$ cat src/rtl/wlc_pkg.sv
package wlc_pkg;
  typedef struct packed {
    logic clearMap;    // drop all coverage
    logic setRange;    // OR the request range into the map
    logic checkRange;  // a request is present: test its range
  } covStrb_t;
endpackage

$ cat src/rtl/wlc_ctrl.sv
module wlc_ctrl
  import wlc_pkg::*;
(
  input  logic     clk,
  input  logic     rstN,
  input  logic     allocStrb,
  input  logic     reqValid,
  input  logic     reqIsWrite,
  input  logic     reqMasked,
  input  logic     reqSpecial,
  input  logic     lineFull,
  output covStrb_t strb,
  output logic     mergeOk
);
  logic firstReq;
  logic effFull, effMerge, effFirst;
  logic nextMerge, nextFirst;

  // allocation acts before the request of the same cycle
  assign effFull  = lineFull && !allocStrb;
  assign effMerge = allocStrb || mergeOk;
  assign effFirst = allocStrb || firstReq;

  always_comb begin
    strb.clearMap   = allocStrb;
    strb.checkRange = reqValid;
    strb.setRange   = reqValid && !effFull && effMerge && reqIsWrite &&
                      !reqMasked && (effFirst || !reqSpecial);
    nextMerge = effMerge;
    if (reqValid && !effFull && effMerge)
      nextMerge = reqIsWrite && !reqSpecial;
    nextFirst = reqValid ? 1'b0 : effFirst;
  end

  always_ff @(posedge clk) begin
    if (!rstN) begin
      mergeOk  <= 1'b1;
      firstReq <= 1'b1;
    end else begin
      mergeOk  <= nextMerge;
      firstReq <= nextFirst;
    end
  end

  // once merging is off it stays off until allocation
  a_r4_merge_sticky: assert property (@(posedge clk) disable iff (!rstN)
    (!mergeOk && !allocStrb) |=> !mergeOk);

  // a special write on a live, not-full entry ends merging
  a_r3_special_ends_merge: assert property (@(posedge clk) disable iff (!rstN)
    (reqValid && reqIsWrite && reqSpecial && (allocStrb || !lineFull)) |=> !mergeOk);
endmodule

$ cat src/rtl/wlc_cover.sv
module wlc_cover
  import wlc_pkg::*;
#(
  parameter int LINE_BYTES = 64,
  parameter int OFF_W      = $clog2(LINE_BYTES),
  parameter int SZ_W       = $clog2(LINE_BYTES + 1)
) (
  input  logic                  clk,
  input  logic                  rstN,
  input  covStrb_t              strb,
  input  logic [OFF_W-1:0]      reqOffset,
  input  logic [SZ_W-1:0]       reqSize,
  output logic [LINE_BYTES-1:0] coverMap,
  output logic                  lineFull,
  output logic                  rangeErr
);
  localparam int SUM_W = SZ_W + 1;

  logic [SUM_W-1:0]      startPos, endPos;
  logic                  overflow;
  logic [LINE_BYTES-1:0] rangeMask;
  logic [LINE_BYTES-1:0] nextMap;

  assign startPos = SUM_W'(reqOffset);
  assign endPos   = startPos + SUM_W'(reqSize);
  assign overflow = endPos > SUM_W'(LINE_BYTES);

  for (genvar b = 0; b < LINE_BYTES; b++) begin : g_byte
    assign rangeMask[b] = (SUM_W'(b) >= startPos) && (SUM_W'(b) < endPos);
  end

  always_comb begin
    nextMap = strb.clearMap ? '0 : coverMap;
    if (strb.setRange && !overflow)
      nextMap = nextMap | rangeMask;
  end

  always_ff @(posedge clk) begin
    if (!rstN) begin
      coverMap <= '0;
      rangeErr <= 1'b0;
    end else begin
      coverMap <= nextMap;
      rangeErr <= strb.checkRange && overflow;
    end
  end

  assign lineFull = &coverMap;

  // full coverage survives every request until a clear
  a_r7_full_holds: assert property (@(posedge clk) disable iff (!rstN)
    (lineFull && !strb.clearMap) |=> lineFull);

  // an overrunning request leaves the map untouched
  a_r9_overrun_no_change: assert property (@(posedge clk) disable iff (!rstN)
    (strb.checkRange && overflow && !strb.clearMap) |=> $stable(coverMap));

  // without a clear, coverage only grows
  a_r2_monotone: assert property (@(posedge clk) disable iff (!rstN)
    !strb.clearMap |=> ((coverMap & $past(coverMap)) == $past(coverMap)));
endmodule

$ cat src/rtl/wlc_top.sv
module wlc_top
  import wlc_pkg::*;
#(
  parameter int LINE_BYTES = 64,
  localparam int OFF_W     = $clog2(LINE_BYTES),
  localparam int SZ_W      = $clog2(LINE_BYTES + 1)
) (
  input  logic                  clk,
  input  logic                  rstN,
  input  logic                  allocStrb,
  input  logic                  reqValid,
  input  logic                  reqIsWrite,
  input  logic                  reqMasked,
  input  logic                  reqSpecial,
  input  logic [OFF_W-1:0]      reqOffset,
  input  logic [SZ_W-1:0]       reqSize,
  output logic [LINE_BYTES-1:0] coverMap,
  output logic                  lineFull,
  output logic                  mergeOk,
  output logic                  rangeErr
);
  covStrb_t strb;

  wlc_ctrl u_ctrl (
    .clk        (clk),
    .rstN       (rstN),
    .allocStrb  (allocStrb),
    .reqValid   (reqValid),
    .reqIsWrite (reqIsWrite),
    .reqMasked  (reqMasked),
    .reqSpecial (reqSpecial),
    .lineFull   (lineFull),
    .strb       (strb),
    .mergeOk    (mergeOk)
  );

  wlc_cover #(
    .LINE_BYTES (LINE_BYTES),
    .OFF_W      (OFF_W),
    .SZ_W       (SZ_W)
  ) u_cover (
    .clk       (clk),
    .rstN      (rstN),
    .strb      (strb),
    .reqOffset (reqOffset),
    .reqSize   (reqSize),
    .coverMap  (coverMap),
    .lineFull  (lineFull),
    .rangeErr  (rangeErr)
  );

  // a masked write on a live entry never adds coverage
  a_r5_masked_no_bits: assert property (@(posedge clk) disable iff (!rstN)
    (reqValid && reqIsWrite && reqMasked && !allocStrb) |=> $stable(coverMap));

  // a bare allocation yields an empty, mergeable entry
  a_r1_alloc_clears: assert property (@(posedge clk) disable iff (!rstN)
    (allocStrb && !reqValid) |=> (coverMap == '0 && mergeOk && !lineFull));
endmodule

$ cat config.mk
export PLATFORM = sky130hd
export DESIGN_NAME = wlc_top
export DESIGN_NICKNAME = d
export VERILOG_FILES = /design/src/rtl/wlc_pkg.sv /design/src/rtl/wlc_ctrl.sv /design/src/rtl/wlc_cover.sv /design/src/rtl/wlc_top.sv
export SDC_FILE = /design/constraint.sdc
export NUM_CORES = 1
export LEC_CHECK = 0
export BUFFER_PORTS_ARGS = -buffer_cell sky130_fd_sc_hd__buf_4
export CAP_MARGIN = 10
export CORE_ASPECT_RATIO = 0.8
export CORE_MARGIN = 4
export CORE_UTILIZATION = 54
export CTS_CLUSTER_DIAMETER = 80
export DETAILED_ROUTE_END_ITERATION = 10
export PLACE_DENSITY = 0.8
export SETUP_SLACK_MARGIN = 0.2
export SKIP_CTS_REPAIR_TIMING = 1
export SLEW_MARGIN = 10
export SYNTH_ARGS = -nofsm -noshare
export SYNTH_HDL_FRONTEND = slang
export SYNTH_SLANG_ARGS = --single-unit
$ cat constraint.sdc
create_clock -name clk -period 3.7 [get_ports clk]
set_input_delay 0.37 -clock clk [delete_from_list [all_inputs] [get_ports clk]]
set_output_delay 0.37 -clock clk [all_outputs]
set_load 0.1 [all_outputs]
==> run_results.csv <==
group,metric,value,unit
die,io_pins,87,
power_and_ir_drop,power_switching,682,uW
critical_path,worst_setup_path_end_kind,"flop",
synth,synth_top_area_cell,"dfxtp_1",
synth,syn_nets,457,
clocking,cts_max_path_buffers,2,
power_and_ir_drop,p_total,1.86,mW
power_and_ir_drop,p_per_area,415,nW/um^2
critical_path,cp-endpoint,"u_cover.coverMap[44]",
timing,fin_setup_tns,0,ns
die,num_rows,26,
timing,period_minus_slack,2.98,ns
critical_path,crit-reg2reg-launch,"u_cover.coverMap[32]",
critical_path,reg2reg_to,"u_cover.coverMap[54]",
detailed_routing,first_pass_iters,7,
finish,finalInstanceArea,4480,sq um
timing,relSlewSlack,38.8,%
die,core,6440,sq um
timing,worst_pin_slew,0.916,ns
timing,hold_ws,0.202,ns
power_and_ir_drop,p_sw_share,36.7,%
timing,drv_slew,0,
detailed_routing,final_antenna_net_count,0,
timing,clock_skew,0.00871,ns
placement,dp_cells,575,
finish,final_layout_size_suffix_gt1_share,24.5,%
synth,synth_edf_count,0,
clocking,cts_tree,"done",
power_and_ir_drop,combPwrFrac,26.7,%
power_and_ir_drop,seqPwrFrac,39.9,%
placement,globalplace.congestion,0.989,
synth,ys_seq_area_share,37.2,%
timing,setup_viol_count_final,0,
synth,ys_ff_latch,67,
global_route,grt_pass1_vias,3694,
die,die_h,81.1,microns
synth,async_flop_share,0,%
finish,layout.cells.non_filler,591,
power_and_ir_drop,cellLeakagePower,1.75,nW
critical_path,crit_slowest_cell,"a211oi_4",
finish,finish.net_count,529,
critical_path,r2r_setup_slack,0.72,ns
critical_path,critPathLaunch,"reqOffset[4]",
detailed_routing,vias,4014,
clocking,clock-root-buffer,"clkbuf_8",
min_path,hold_class,"in -> reg",
critical_path,cp.required,3.96,ns
clocking,numCtsBuffers,9,
placement,dp_slack,0.381,ns
clocking,path_clk_slew,0.08,ns
detailed_routing,wl,12800,microns
placement,placed_area,4290,sq um
synth,syn_area,3610,sq um
clocking,cts_num_sinks,67,
critical_path,start_kind,"input pin",
critical_path,worstPathArrival,3.24,ns
die,start_util,56.0,%
detailed_routing,wl_per_cell,21.7,microns
detailed_routing,vias_per_cell,6.79,
status,status,"completed",
critical_path,max_stage_delay,0.63,ns
finish,area_growth_syn_to_layout,24.2,%
timing,fin_crit_sh,80.5,%
global_route,antenna_found_initial,0,
synth,netlist.area_leader.share,37.2,%
placement,dp_hpwl,9370,microns
die,die_area,8070,sq um
power_and_ir_drop,clock_power_share,33.4,%
timing,fmax,336,MHz
power_and_ir_drop,internal_power,1.18,mW
synth,synth_area_leaders,"dfxtp_1 37%, a32o_1 8.6%, o21ai_0 5.4%",
critical_path,crit_fanout,28,
job,cap_violations,0,
synth,synth_flop_cell,"dfxtp_1",
critical_path,r2r_cells,6,
timing,hold_viol_final,0,
die,die_x,99.4,microns
critical_path,critPathKind,"in -> reg",
critical_path,crit_path_cell_trace,"buf_4 -> ha_1 -> inv_1 -> or3_4 -> or4_4 -> a211oi_4 -> o21ai_0 -> a32o_1",
min_path,hold_path_depth,2,
global_route,grt_max_degree,43,
clocking,htree_levels,3,
synth,netlist-cell-type-count,53,
global_route,grtUsageTotal,32.2,%
global_route,grt_pass1_wl,20100,microns
synth,syn_avg_cell_area,8.39,sq um
detailed_routing,drc,0,
timing,setup_slack,0.721,ns
finish,antennaDiodeCount,0,
finish,fin_util,69.6,%
detailed_routing,drt_iter0_drc,509,
placement,port-buffer-count,86,
synth,synth_warnings,0,
synth,postSynthCellCount,430,
power_and_ir_drop,ir_drop,228,uV
global_route,grt_overflow,0,
timing,grt_setup_unrepaired,"false",
clocking,clock_latency,0.36,ns
==> layer usage <==
metal	GRT usage [%]	share of wire [%]	wire length (microns)	vias up
li1	-	-	-	1809
met1	43.8	41	5300	1871
met2	48.9	43	5470	290
met3	9.36	13	1650	44
met4	11.6	2.9	375	0
met5	0	0	0	-
==> placed cells by master (no fill, tap or decap), types with 8 or more instances in the layout <==
master | netlist | layout
nand3_1 | 9 | 9
nand2_1 | 51 | 51
nor3_1 | 8 | 8
a31oi_1 | 9 | 9
o21ai_0 | 39 | 39
a22o_1 | 14 | 14
nor2_1 | 24 | 24
clkbuf_8 | 0 | 9
a32o_1 | 31 | 31
dfxtp_1 | 67 | 67
o31ai_1 | 17 | 17
a21oi_1 | 11 | 11
buf_4 | 2 | 96
nand4_1 | 20 | 20
==> cells by family after synthesis <==
logic type               synth area share, %
adder cells (fa/ha/maj)                 2.63
flip-flops                              37.2
XOR/XNOR                               0.243
buffers and inverters                   4.89
AO/OA/AOI/OAI                           34.8
AND/OR/NAND/NOR                         20.0
multiplexers                           0.277
==> cells in the mapped netlist, types with 6 or more instances <==
master and instances:
o21ai_0 39, nand2_1 51, a21oi_1 11, o2bb2ai_1 7
a31oi_1 9, nor4_1 6, a32o_1 31, nand3_1 9
o22ai_1 6, a22o_1 14, ha_1 6, buf_2 6
clkbuf_1 25, nor2_1 24, o31ai_1 17, nor3_1 8
inv_1 6, dfxtp_1 67, nand4_1 20
==> worst min-delay path by stage <==
stage	slack, ns	from	to
2_1_floorplan	0.43	rstN	u_ctrl.mergeOk
3_5_place_dp	0.47	u_cover.coverMap[59]	u_cover.coverMap[59]
5_1_grt	0.21	rstN	u_ctrl.mergeOk
6_report	0.20	rstN	u_ctrl.mergeOk
3_3_place_gp	0.46	u_cover.coverMap[48]	u_cover.coverMap[48]
4_1_cts	0.21	rstN	u_ctrl.mergeOk
==> area by class of cell <==
type	count	area (sq um)
inverter	6	22.5
timing repair buffer	96	721
sequential	67	1340
tap	84	105
clock buffer	10	128
fill	552	1960
clock inverter	6	65.1
multi-input combinational	322	2100
==> power groups by stage <==
stage	Clock (mW)	Sequential [mW]	Combinational [mW]
final	0.620	0.741	0.497
after global routing	0.651	0.743	0.522
after CTS	0.620	0.741	0.479
after global placement	0	0.757	0.474
after detailed placement	0	0.758	0.477
after floorplan	0	0.833	0.259
==> critical path, delay by kind of cell <==
| kind | cells | cell delay (ns) |
|---|---|---|
| buffers and inverters | 2 | 0.30 |
| and+or+nand+nor | 2 | 1.03 |
| AOI/OAI and AO/OA | 3 | 1.11 |
| adders and majority gates | 1 | 0.42 |
==> state kept, by name (all words and copies together) (netlist names) <==
signal,count
u_ctrl.mergeOk,1
u_cover.rangeErr,1
u_cover.coverMap,64
u_ctrl.firstReq,1
Note: power is estimated with default switching activity, not from simulation.
